<file path="src/rtl/csd_pkg.sv">
package csd_pkg;
    localparam int ADDR_W     = 20;
    localparam int IO_W       = 16;
    localparam int PAGE_W     = 8;
    localparam int REG_W      = 16;
    localparam int N_MID      = 4;
    localparam int N_PER      = 7;
    localparam int SIZE_W     = 3;
    localparam int UL_MIN_LG  = 10;
    localparam int MID_MIN_LG = 13;
    localparam int NOPIN_IDX  = 4;
    localparam int LAT_IDX    = 5;   // pins LAT_IDX, LAT_IDX+1 carry A1, A2
    localparam int PER_BASE_W = ADDR_W - PAGE_W;
    localparam int IO_PAGE_W  = IO_W - PAGE_W;
    localparam int MID_BASE_W = ADDR_W - MID_MIN_LG;
    localparam int MID_IDX_W  = $clog2(N_MID);
    localparam int EN_BIT     = 15;
    localparam int ADIS_BIT   = 7;
    localparam int IO_BIT     = 3;
    localparam int LATCH_BIT  = 2;

    typedef enum logic [1:0] {
        RSEL_UPPER = 2'd0,
        RSEL_LOWER = 2'd1,
        RSEL_MID   = 2'd2,
        RSEL_PER   = 2'd3
    } rsel_e;

    typedef struct packed {
        logic              en;
        logic              adis;
        logic [SIZE_W-1:0] size;
    } mem_cfg_t;

    typedef struct packed {
        logic [MID_BASE_W-1:0] base;
        logic [SIZE_W-1:0]     size;
    } mid_cfg_t;

    typedef struct packed {
        logic [PER_BASE_W-1:0] base;
        logic                  io;
        logic                  latch;
    } per_cfg_t;

    typedef struct packed {
        mem_cfg_t up;
        mem_cfg_t lo;
        mid_cfg_t mid;
        per_cfg_t per;
        logic     mid_en;
        logic     per_en;
    } cfg_t;

    // Mask of the address bits at and above position lg.
    function automatic logic [ADDR_W-1:0] hi_mask(input int lg);
        return ~((ADDR_W'(1) << lg) - ADDR_W'(1));
    endfunction
endpackage

</file>
<file path="src/rtl/csd_regs.sv">
module csd_regs
    import csd_pkg::*;
(
    input  logic             clk,
    input  logic             rst,
    input  logic             reg_wr,
    input  logic             reg_rd,
    input  logic [1:0]       reg_sel,
    input  logic [REG_W-1:0] reg_wdata,
    output cfg_t             cfg,
    output logic [REG_W-1:0] reg_rdata
);
    cfg_t cfg_q;
    logic touch;

    assign touch = reg_wr || reg_rd;

    always_ff @(posedge clk) begin
        if (rst) begin
            cfg_q         <= '0;
            cfg_q.up.en   <= 1'b1;
            cfg_q.up.size <= SIZE_W'(6);
        end else begin
            if (reg_wr) begin
                case (reg_sel)
                    RSEL_UPPER: begin
                        cfg_q.up.en   <= reg_wdata[EN_BIT];
                        cfg_q.up.adis <= reg_wdata[ADIS_BIT];
                        cfg_q.up.size <= reg_wdata[SIZE_W-1:0];
                    end
                    RSEL_LOWER: begin
                        cfg_q.lo.en   <= reg_wdata[EN_BIT];
                        cfg_q.lo.adis <= reg_wdata[ADIS_BIT];
                        cfg_q.lo.size <= reg_wdata[SIZE_W-1:0];
                    end
                    RSEL_MID: begin
                        cfg_q.mid.base <= reg_wdata[REG_W-1 -: MID_BASE_W];
                        cfg_q.mid.size <= reg_wdata[SIZE_W-1:0];
                    end
                    default: begin
                        cfg_q.per.base  <= reg_wdata[REG_W-1 -: PER_BASE_W];
                        cfg_q.per.io    <= reg_wdata[IO_BIT];
                        cfg_q.per.latch <= reg_wdata[LATCH_BIT];
                    end
                endcase
            end
            if (touch && reg_sel == RSEL_MID) cfg_q.mid_en <= 1'b1;
            if (touch && reg_sel == RSEL_PER) cfg_q.per_en <= 1'b1;
        end
    end

    assign cfg = cfg_q;

    always_comb begin
        case (reg_sel)
            RSEL_UPPER: reg_rdata = {cfg_q.up.en, 7'b0, cfg_q.up.adis, 4'b0, cfg_q.up.size};
            RSEL_LOWER: reg_rdata = {cfg_q.lo.en, 7'b0, cfg_q.lo.adis, 4'b0, cfg_q.lo.size};
            RSEL_MID:   reg_rdata = {cfg_q.mid.base, 6'b0, cfg_q.mid.size};
            default:    reg_rdata = {cfg_q.per.base, cfg_q.per.io, cfg_q.per.latch, 2'b0};
        endcase
    end

    logic unused_wbits;
    assign unused_wbits = ^{reg_wdata[14:8], reg_wdata[6:3]};
endmodule

</file>
<file path="src/rtl/csd_mem_dec.sv">
module csd_mem_dec
    import csd_pkg::*;
(
    input  logic              cyc_valid,
    input  logic [ADDR_W-1:0] cyc_addr,
    input  logic              cyc_io,
    input  mem_cfg_t          up,
    input  mem_cfg_t          lo,
    input  mid_cfg_t          mid,
    input  logic              mid_en,
    output logic              ucs,
    output logic              lcs,
    output logic [N_MID-1:0]  mcs
);
    logic                 mem_cyc;
    logic [ADDR_W-1:0]    m_up, m_lo, m_mid, mid_base;
    int                   mid_lg;
    logic                 mid_hit;
    logic [MID_IDX_W-1:0] quarter;

    always_comb begin
        mem_cyc  = cyc_valid && !cyc_io;
        m_up     = hi_mask(UL_MIN_LG + int'(up.size));
        m_lo     = hi_mask(UL_MIN_LG + int'(lo.size));
        mid_lg   = MID_MIN_LG + int'(mid.size);
        m_mid    = hi_mask(mid_lg);
        mid_base = {mid.base, {MID_MIN_LG{1'b0}}};
        ucs      = mem_cyc && up.en && ((cyc_addr & m_up) == m_up);
        lcs      = mem_cyc && lo.en && ((cyc_addr & m_lo) == '0);
        mid_hit  = mem_cyc && mid_en && ((cyc_addr & m_mid) == (mid_base & m_mid));
        quarter  = MID_IDX_W'(cyc_addr >> (mid_lg - MID_IDX_W));
    end

    for (genvar i = 0; i < N_MID; i++) begin : g_mid
        assign mcs[i] = mid_hit && (quarter == MID_IDX_W'(i));
    end
endmodule

</file>
<file path="src/rtl/csd_per_dec.sv">
module csd_per_dec
    import csd_pkg::*;
(
    input  logic                  cyc_valid,
    input  logic [PER_BASE_W-1:0] cyc_page,
    input  logic                  cyc_io,
    input  logic [PER_BASE_W-1:0] base,
    input  logic                  io_space,
    input  logic                  per_en,
    output logic [N_PER-1:0]      hit
);
    logic armed;
    assign armed = cyc_valid && per_en && (cyc_io == io_space);

    for (genvar n = 0; n < N_PER; n++) begin : g_per
        if (n == NOPIN_IDX) begin : g_nopin
            assign hit[n] = 1'b0;
        end else begin : g_pin
            logic [PER_BASE_W-1:0] tgt;
            logic                  page_eq;
            assign tgt     = base + PER_BASE_W'(n);
            assign page_eq = io_space ? (cyc_page[IO_PAGE_W-1:0] == tgt[IO_PAGE_W-1:0])
                                      : (cyc_page == tgt);
            assign hit[n]  = armed && page_eq;
        end
    end
endmodule

</file>
<file path="src/rtl/chipsel_decoder.sv">
module chipsel_decoder
    import csd_pkg::*;
(
    input  logic              clk,
    input  logic              rst,
    input  logic              reg_wr,
    input  logic              reg_rd,
    input  logic [1:0]        reg_sel,
    input  logic [REG_W-1:0]  reg_wdata,
    output logic [REG_W-1:0]  reg_rdata,
    input  logic              cyc_valid,
    input  logic [ADDR_W-1:0] cyc_addr,
    input  logic              cyc_io,
    input  logic              cyc_dma,
    output logic              ucs_n,
    output logic              lcs_n,
    output logic [N_MID-1:0]  mcs_n,
    output logic [N_PER-1:0]  pcs_n,
    output logic              addr_dis
);
    cfg_t             cfg;
    logic             ucs, lcs;
    logic [N_MID-1:0] mcs;
    logic [N_PER-1:0] phit;
    logic [1:0]       lat_q;

    csd_regs i_regs (
        .clk(clk), .rst(rst), .reg_wr(reg_wr), .reg_rd(reg_rd),
        .reg_sel(reg_sel), .reg_wdata(reg_wdata), .cfg(cfg), .reg_rdata(reg_rdata)
    );

    csd_mem_dec i_mem (
        .cyc_valid(cyc_valid), .cyc_addr(cyc_addr), .cyc_io(cyc_io),
        .up(cfg.up), .lo(cfg.lo), .mid(cfg.mid), .mid_en(cfg.mid_en),
        .ucs(ucs), .lcs(lcs), .mcs(mcs)
    );

    csd_per_dec i_per (
        .cyc_valid(cyc_valid), .cyc_page(cyc_addr[ADDR_W-1:PAGE_W]), .cyc_io(cyc_io),
        .base(cfg.per.base), .io_space(cfg.per.io), .per_en(cfg.per_en), .hit(phit)
    );

    always_ff @(posedge clk) begin
        if (rst)            lat_q <= '0;
        else if (cyc_valid) lat_q <= cyc_addr[2:1];
    end

    assign ucs_n    = ~ucs;
    assign lcs_n    = ~lcs;
    assign mcs_n    = ~mcs;
    assign addr_dis = (ucs && cfg.up.adis) || (lcs && cfg.lo.adis);

    for (genvar n = 0; n < N_PER; n++) begin : g_pin
        if (n == LAT_IDX || n == LAT_IDX + 1) begin : g_lat
            assign pcs_n[n] = cfg.per.latch ? lat_q[n - LAT_IDX] : ~phit[n];
        end else begin : g_cs
            assign pcs_n[n] = ~phit[n];
        end
    end

    logic unused_origin;
    assign unused_origin = cyc_dma;
endmodule

</file>
<file path="config.mk">
export PLATFORM = sky130hd
export DESIGN_NAME = chipsel_decoder
export DESIGN_NICKNAME = d
export VERILOG_FILES = /design/src/rtl/csd_pkg.sv /design/src/rtl/csd_regs.sv /design/src/rtl/csd_mem_dec.sv /design/src/rtl/csd_per_dec.sv /design/src/rtl/chipsel_decoder.sv
export SDC_FILE = /design/constraint.sdc
export NUM_CORES = 1
export LEC_CHECK = 0
export BUFFER_PORTS_ARGS = -buffer_cell sky130_fd_sc_hd__buf_2
export CORE_MARGIN = 4
export CORE_UTILIZATION = 50
export CTS_BUF_LIST = sky130_fd_sc_hd__clkbuf_8
export DETAILED_ROUTE_END_ITERATION = 12
export GPL_ROUTABILITY_DRIVEN = 0
export GPL_TIMING_DRIVEN = 0
export HOLD_SLACK_MARGIN = 0.12
export PLACE_DENSITY = 0.75
export SETUP_SLACK_MARGIN = 0.3
export SLEW_MARGIN = 20
export SYNTH_ARGS = -nofsm -noshare
export SYNTH_HDL_FRONTEND = slang
export SYNTH_SLANG_ARGS = --single-unit
</file>
<file path="constraint.sdc">
create_clock -name clk -period 6.6 [get_ports clk]
set_input_delay 1.98 -clock clk [delete_from_list [all_inputs] [get_ports clk]]
set_output_delay 1.98 -clock clk [all_outputs]
set_load 0.03 [all_outputs]
</file>
==> reports/qor.txt, run 1 <==
Number of global-route vias before repair = 5587
Top-Level Pins = 75
Final Hold Viols = 0
Worst Tran Pin Value = 0.775 ns
Wirelength per Cell = 19.0 um
Synth warn = 0
Required time of the critical path = 4.62 ns
Max VDD drop = 135 uV
WS Path Type = in -> out
Reg2reg setup slack = 5.28 ns
Initial Util = 51.1%
Power per cell area = 133 mW/mm^2
Post-layout nets = 855
Sinks on the clock net = 38
First-pass GRT wire length = 27900 um
Core area = 0.00977 sq mm
Flop and latch count out of synthesis = 38
Post-detail-place hpwl = 13500 um
Asr flop ratio synth = 0%
HP Class = reg -> reg
Skew final = 0 ns
GRT busiest layer = met2
# rows = 36
Clock-pin slew of the registers on the worst-case setup and hold paths = 0.07 ns
Non-Filler Instances = 921
Maximum fanout along the worst path = 9
Seq/Total Area, Yosys = 15.2%
Syn Inst Count = 716
GRT Overall Usage = 29.5%
Worst Hold End = i_regs.cfg[20]
Layout area overhead = 13.2%
Post-CTS Hold Fix Bufs = 0
Average cell area after synthesis = 6.98 sq um
Grt total ovfl = 0
TNS Setup = 0 ns
Iter 0 DRT Violations = 664
Die ar. = 0.0117 sq mm
Crit-path max cell delay = 0.68 ns
Most common cell after layout, fill and taps aside = nand2_1
PortBufs = 62
Final Setup Violations = 0
Final WL = 17500 um
CTS tree = yes
Synthesized cell area = 0.00500 sq mm
Distinct cells, synth = 77
Startpoint types = input pin
Share of cells above drive strength 1 = 15.7%
Initial antenna violation count = 0
Clock Tree Root = clkbuf_8
Largest net degree at the start of global routing = 13
Crit-path cells = clkbuf_1, xnor2_1, o32ai_1, nor3_1, o2111ai_1, or4_1, buf_2
Met2 GRT Util = 45.7%
Worst path arrival time = 4.17 ns
Worst r2r src = i_regs.cfg[13]
Vias = 5940
Clk buf depth = 2
GR Util met3 = 5.85%
Post-layout min period = 6.15 ns
R2R cell count = 4
Outcome = finished, final reports clean
Max-slew violation count = 0
Met1 GRT Util = 40.4%
Number of detailed-route iterations in the first pass = 6
Post-DRT Antenna Nets = 0
Tcrit/Tclk final = 93.1%
Slowest cell on the critical path = xnor2_1
# diodes = 0
RSZ-0062 raised after global routing = false
Worst skew pair latency = 0.29 ns
H-Tree Depth = 2
Leakage power = 2.12 nW
Setup crit end kind = primary output
Max Fclk = 163 MHz
Dpl cells = 913
Drt drc = 0
EDFF count, synth = 0
Hold Path Stages = 2
Max-cap viol count = 0
CP Launch Point = cyc_addr[13]
Most used DFF post-synth = dfxtp_1
DR vias/cell = 6.45
Crit Reg-Reg Endpoint = i_regs.cfg[13]
CTS buffer count = 5
Width of the die = 108 um
Worst slew margin = 48.0%
Commonest non-fill, non-tap cells in the layout = 89 x nand2_1, 77 x buf_2, 58 x a21oi_1, 54 x nor2_1, 40 x o21ai_0
Die H = 108 um
Hold path start = i_regs.cfg[20]
sequential cells by signal, summed over array words and instances, names as in the netlist:
signal	flops
lat_q	2
i_regs.cfg	36
where the power goes:
| part | total [mW] | switching [mW] | internal, mW |
|---|---|---|---|
| registers | 0.249 | 0.0110 | 0.238 |
| clock network | 0.250 | 0.0882 | 0.161 |
| logic | 0.252 | 0.160 | 0.0924 |
synthesized netlist by cell type, types with 7 or more instances:
cell type   n  area share, %
a21oi_1    58            5.8
a31oi_1    13            1.6
and3_1      8            1.0
buf_2      16            1.6
clkbuf_1   40            3.0
dfxtp_1    38             15
ha_1       23            5.8
inv_1      26            2.0
mux2_2     10            2.3
mux2i_1    32            6.4
nand2_1    89            6.7
nand3_1    34            3.4
nand4_1     8            1.0
nor2_1     55            4.1
nor2b_1    17            2.1
nor3_1     25            2.5
nor4_1      9            1.1
o211ai_1    7            1.1
o21ai_0    40            4.0
xnor2_1    17            3.0
xor2_1     27            4.7
per-stage QoR:
step	setup WS, ns	hold slack, ns	area, sq um	utilization (%)	total power, mW
2_1_floorplan	0.633	0.436	5010	-	0.422
3_3_place_gp	0.553	0.475	5480	56.1	0.487
3_5_place_dp	0.470	0.484	5480	56.1	0.494
4_1_cts	0.396	0.494	5640	57.7	0.738
5_1_grt	0.287	0.528	5660	57.9	0.783
6_report	0.453	0.501	5660	57.9	0.750
worst max-delay path by stage:
stage                     endpoint  slack, ns
after floorplan           addr_dis       0.63
after global placement    pcs_n[3]       0.55
after detailed placement  mcs_n[0]       0.47
after CTS                 mcs_n[0]       0.40
after global routing      mcs_n[0]       0.29
final                     pcs_n[3]       0.45
metal layers:
metal  up-vias  wire, um
met1      2683      7050
met4         0       626
li1       2740         -
met5         -         0
met3        63      2230
met2       454      7620
final cells by class:
type / count / area, sq um
multi-input combinational: 589 / 3880
inverter: 27 / 101
buffer: 64 / 288
sequential: 38 / 766
fill: 934 / 4120
timing repair buffer: 62 / 310
clock buffer: 6 / 82.6
clock inverter: 2 / 60.1
tap: 133 / 166
critical path: cells and delay by family:
family / cells / cell delay, ns
simple gates: 2 / 0.75
xor+xnor: 1 / 0.68
buf+inv: 2 / 0.40
compound gates: 2 / 0.34
what timing repair did:
action | in CTS | in global routing
endpoints found under the setup margin | 4 | 4
pin swaps | 0 | 1
gates resized for setup | 3 | 8
gates cloned | 0 | 0
buffers inserted | 0 | 0
hold endpoints to repair | 0 | 0
cells by family after synthesis:
group           count (synthesis)  synth area share (%)
compound gates                194                  25.9
xor+xnor                       44                  7.71
fa+ha+maj                      24                  5.96
buf+inv                        91                  7.68
flops                          38                  15.2
mux                            45                  10.0
other cells                     1                0.0750
simple gates                  279                  27.5
Note: power is estimated with default switching activity, not from simulation.
==> run 2, diff against run 1 <==
--- a/config.mk
+++ b/config.mk
@@ -7,13 +7,13 @@
 export LEC_CHECK = 0
 export BUFFER_PORTS_ARGS = -buffer_cell sky130_fd_sc_hd__buf_2
 export CORE_MARGIN = 4
-export CORE_UTILIZATION = 50
+export CORE_UTILIZATION = 55
 export CTS_BUF_LIST = sky130_fd_sc_hd__clkbuf_8
 export DETAILED_ROUTE_END_ITERATION = 12
 export GPL_ROUTABILITY_DRIVEN = 0
 export GPL_TIMING_DRIVEN = 0
 export HOLD_SLACK_MARGIN = 0.12
-export PLACE_DENSITY = 0.75
+export PLACE_DENSITY = 0.81
 export SETUP_SLACK_MARGIN = 0.3
 export SLEW_MARGIN = 20
 export SYNTH_ARGS = -nofsm -noshare
==> run 2 against run 1 <==
Against the previous run:
- register-to-register slack got worse by 0.06 ns
- clock skew did not move
- critical path depth did not move
- critical path type unchanged
- clock power fell by 33%
- combinational power barely moved
- largest power group unchanged
- core utilization rose by 5.8 points
- via count rose by 1.9%
- global-route usage rose by 2.5 points
- largest cell class unchanged
- final cell count fell by 2.7%
- maximum frequency fell by 0.10%
- first-iteration DRC count rose by 33%
==> reports/qor.txt, run 2 (synthesis gave the netlist of run 1 again) <==
Number of detailed-route iterations in the first pass = 8
Post-layout min period = 6.15 ns
Slowest cell on the critical path = xnor2_1
Post-layout nets = 855
Outcome = finished, final reports clean
H-Tree Depth = 2
PortBufs = 62
Setup crit end kind = primary output
TNS Setup = 0 ns
WS Path Type = in -> out
Post-DRT Antenna Nets = 0
Leakage power = 2.10 nW
Max reg flops = 36
Power Total = 0.666 mW
Drt drc = 0
Max Fclk = 163 MHz
Most common cell after layout, fill and taps aside = nand2_1
Max-cap viol count = 0
Grt total ovfl = 0
Initial Util = 57.0%
DR vias/cell = 6.75
Met2 GRT Util = 49.2%
Crit-path cells = clkbuf_1, xnor2_1, o32ai_1, nor3_1, o2111ai_1, or4_1, buf_2
Final Hold Viols = 0
Initial antenna violation count = 0
# rows = 34
Worst skew pair latency = 0.30 ns
Non-Filler Instances = 896
Max VDD drop = 117 uV
Dpl cells = 888
HP Class = reg -> reg
Met1 GRT Util = 44.8%
Final Setup Violations = 0
Core area = 0.00876 sq mm
Width of the die = 103 um
Post-detail-place hpwl = 13000 um
Hold slack = 0.507 ns
Wirelength per Cell = 19.2 um
Clock-pin slew of the registers on the worst-case setup and hold paths = 0.08 ns
Startpoint types = input pin
Layout area overhead = 11.7%
CTS tree = yes
Commonest non-fill, non-tap cells in the layout = 89 x nand2_1, 77 x buf_2, 58 x a21oi_1, 54 x nor2_1, 40 x o21ai_0
Maximum fanout along the worst path = 9
Die ar. = 0.0107 sq mm
# diodes = 0
GRT Overall Usage = 31.9%
Final WL = 17200 um
Skew final = 0 ns
Top-Level Pins = 75
Clock Tree Root = clkbuf_8
Iter 0 DRT Violations = 882
Post-CTS Repair Setup Buffers = 0
Die H = 103 um
Worst Tran Pin Value = 0.805 ns
Placement Setup Slack = 0.523 ns
Number of global-route vias before repair = 5575
CTS buffer count = 5
GR Util met3 = 3.82%
Crit-path max cell delay = 0.71 ns
Tcrit/Tclk final = 93.2%
Max-slew violation count = 0
Power per cell area = 119 mW/mm^2
Worst path arrival time = 4.17 ns
Worst slew margin = 45.9%
Sinks on the clock net = 38
Clk buf depth = 2
Fillers = 790
Final WS setup = 0.447 ns
Required time of the critical path = 4.62 ns
GRT busiest layer = met2
Share of cells above drive strength 1 = 15.9%
Largest net degree at the start of global routing = 14
First-pass GRT wire length = 27200 um
Vias = 6052
RSZ-0062 raised after global routing = false
-- run 2: path summary, 6_finish.rpt --
kind,startpoint,endpoint,slack [ns],depth (start not counted)
setup / recovery,cyc_addr[13],pcs_n[3],0.45,7
hold / removal,i_regs.cfg[24],i_regs.cfg[24],0.51,2
setup reg to reg,i_regs.cfg[13],i_regs.cfg[13],5.22,4
hold reg to reg,i_regs.cfg[24],i_regs.cfg[24],0.51,2
-- run 2: power by group --
part           internal [mW]  switching (mW)  total (mW)
logic                 0.0927           0.158       0.251
registers              0.238          0.0110       0.249
clock network         0.0743          0.0928       0.167
-- run 2: metal layers --
layer	up-vias	wire, um
li1	2737	-
met5	-	0
met2	504	7510
met3	59	2250
met4	0	566
met1	2752	6870
-- run 2: stage by stage --
stage | cell area, sq um | utilization [%]
final | 5580 | 63.7
after global routing | 5580 | 63.7
after CTS | 5540 | 63.3
after detailed placement | 5450 | 62.2
after global placement | 5450 | 62.2
after floorplan | 5010 | -
-- run 2: final cells by class --
type	instances	area, sq um	share of cell area, %
buffer	64	293	5.24
clock buffer	5	68.8	1.23
clock inverter	3	21.3	0.381
inverter	27	101	1.81
multi-input combinational	589	3890	69.7
sequential	38	764	13.7
tap	108	135	2.42
timing repair buffer	62	310	5.56
-- run 2: critical path, delay by kind of cell --
kind                   cells  cell delay (ns)
AND/OR/NAND/NOR            2             0.77
XOR/XNOR                   1             0.71
buffers and inverters      2             0.40
AO/OA/AOI/OAI              2             0.30
-- run 2: repair_timing --
action                     in CTS  in global routing
hold buffers                    0                  0
gates resized for setup         2                 14
setup endpoints to repair       4                  4
==> run 3, diff against run 2 <==
--- a/config.mk
+++ b/config.mk
@@ -13,7 +13,8 @@
 export GPL_ROUTABILITY_DRIVEN = 0
 export GPL_TIMING_DRIVEN = 0
 export HOLD_SLACK_MARGIN = 0.12
-export PLACE_DENSITY = 0.81
+export PLACE_DENSITY = 0.77
+export REMOVE_ABC_BUFFERS = 1
 export SETUP_SLACK_MARGIN = 0.3
 export SLEW_MARGIN = 20
 export SYNTH_ARGS = -nofsm -noshare
==> run 3 against run 2 <==
Against the previous run:
- global-route usage down 3.0 points
- critical path type unchanged
- sequential power up 3%
- core utilization down 2.7 points
- highest routed layer unchanged
- register-to-register slack better by 0.25 ns
==> reports/qor.txt, run 3 (synthesis gave the netlist of run 1 again) <==
Outcome = finished, final reports clean
Post-detail-place hpwl = 11300 um
Post-layout nets = 803
Setup crit end kind = primary output
Die ar. = 0.0107 sq mm
TNS Setup = 0 ns
First-pass GRT wire length = 24800 um
Most common cell after layout, fill and taps aside = nand2_1
Max Fclk = 165 MHz
Power Total = 0.637 mW
Vias = 5606
Crit-path max cell delay = 0.63 ns
Worst path arrival time = 4.08 ns
Clock Tree Root = clkbuf_8
Layout area overhead = 6.91%
Max-slew violation count = 0
Largest net degree at the start of global routing = 39
Post-DRT Antenna Nets = 0
Skew final = 0 ns
DR WL met3 = 1560 um
Power per cell area = 119 mW/mm^2
Met1 Routed Length = 6660 um
Max reg flops = 36
Post-CTS Hold Fix Bufs = 0
Commonest non-fill, non-tap cells in the layout = 89 x nand2_1, 72 x buf_2, 58 x a21oi_1, 55 x nor2_1, 40 x o21ai_0
DR vias/cell = 6.65
Maximum fanout along the worst path = 9
PortBufs = 72
Initial antenna violation count = 0
Final Hold Viols = 0
Final Setup Violations = 0
H-Tree Depth = 2
CTS buffer count = 5
Iter 0 DRT Violations = 693
Hold slack = 0.496 ns
Required time of the critical path = 4.62 ns
GRT Overall Usage = 29.0%
Worst slew margin = 22.8%
Clock-pin slew of the registers on the worst-case setup and hold paths = 0.07 ns
WS Path Type = in -> out
Post-layout min period = 6.06 ns
Crit-path cells = buf_2, xnor2_1, o32ai_1, nor3_1, o2111ai_1, or4_1, buf_2
Die H = 103 um
Slowest cell on the critical path = xnor2_1
# rows = 34
Clk buf depth = 2
Max-cap viol count = 0
Tcrit/Tclk final = 91.8%
Leakage power = 1.97 nW
Critical Path Most Common Cell = buf_2
Util after Layout = 61.0%
Initial Util = 57.0%
Max layer used = met4
Width of the die = 103 um
CTS tree = yes
Worst skew pair latency = 0.29 ns
Drt drc = 0
Worst Tran Pin Value = 1.16 ns
Max VDD drop = 119 uV
Wirelength per Cell = 18.5 um
Core area = 0.00876 sq mm
RSZ-0062 raised after global routing = false
# diodes = 0
Number of detailed-route iterations in the first pass = 6
Number of global-route vias before repair = 4867
Share of cells above drive strength 1 = 15.1%
Metal2 WL = 6900 um
Startpoint types = input pin
Top-Level Pins = 75
Final WL = 15600 um
Sinks on the clock net = 38
Grt total ovfl = 0
HP Class = reg -> reg
[run 3: cell count changes in the layout (fill, tap and decap cells not counted), moves of 2 or more]
| cell | before | now |
|---|---|---|
| buf_4 | 2 | 0 |
| clkbuf_1 | 36 | 0 |
| ha_1 | 23 | 21 |
| buf_2 | 77 | 72 |
| clkbuf_4 | 2 | 0 |
| clkbuf_2 | 3 | 0 |
| buf_1 | 4 | 0 |
[run 3: final cells by class]
type	count	area (sq um)
multi-input cells	589	3880
fillers	838	3420
flip-flops and latches	38	766
repair buffers	74	383
well taps	108	135
inverters	27	101
clock buffers	5	68.8
clock inverters	2	11.3
[run 3: what timing repair did]
item                                    CTS  global route
gates resized for setup                   3             2
setup buffers                             0             2
endpoints found under the setup margin    4             4
pin swaps                                 0             1
[run 3: per-layer routing]
metal,up-vias,track usage (%)
met4,0,7.97
li1,2632,-
met3,55,3.29
met2,339,44.6
met1,2580,42.7
met5,-,0
[run 3: report_power, final]
part	leakage, nW	switching, mW	internal (mW)	total (mW)
sequential	0.311	0.0184	0.238	0.256
clock	0.0414	0.0831	0.0709	0.154
combinational	1.62	0.139	0.0878	0.227
[run 3: path summary, 6_finish.rpt]
kind / startpoint / endpoint / slack (ns) / depth (start not counted)
worst min-delay path: i_regs.cfg[2] / i_regs.cfg[2] / 0.50 / 2
worst min register to register: i_regs.cfg[2] / i_regs.cfg[2] / 0.50 / 2
worst max register to register: i_regs.cfg[7] / i_regs.cfg[7] / 5.47 / 2
worst max-delay path: cyc_addr[13] / pcs_n[3] / 0.54 / 7
[run 3: metrics by stage]
step                cells  worst slack [ns]  cell area (sq um)
floorplan             654             0.420               4720
global placement      834            -0.314               5220
detailed placement    834            0.0217               5220
CTS                   841             0.464               5320
global route          843             0.338               5340
finish                843             0.538               5340
[run 3: critical path, delay by kind of cell]
family | cells | cell delay [ns]
buf+inv | 2 | 0.37
xor+xnor | 1 | 0.63
compound gates | 2 | 0.34
simple gates | 2 | 0.76
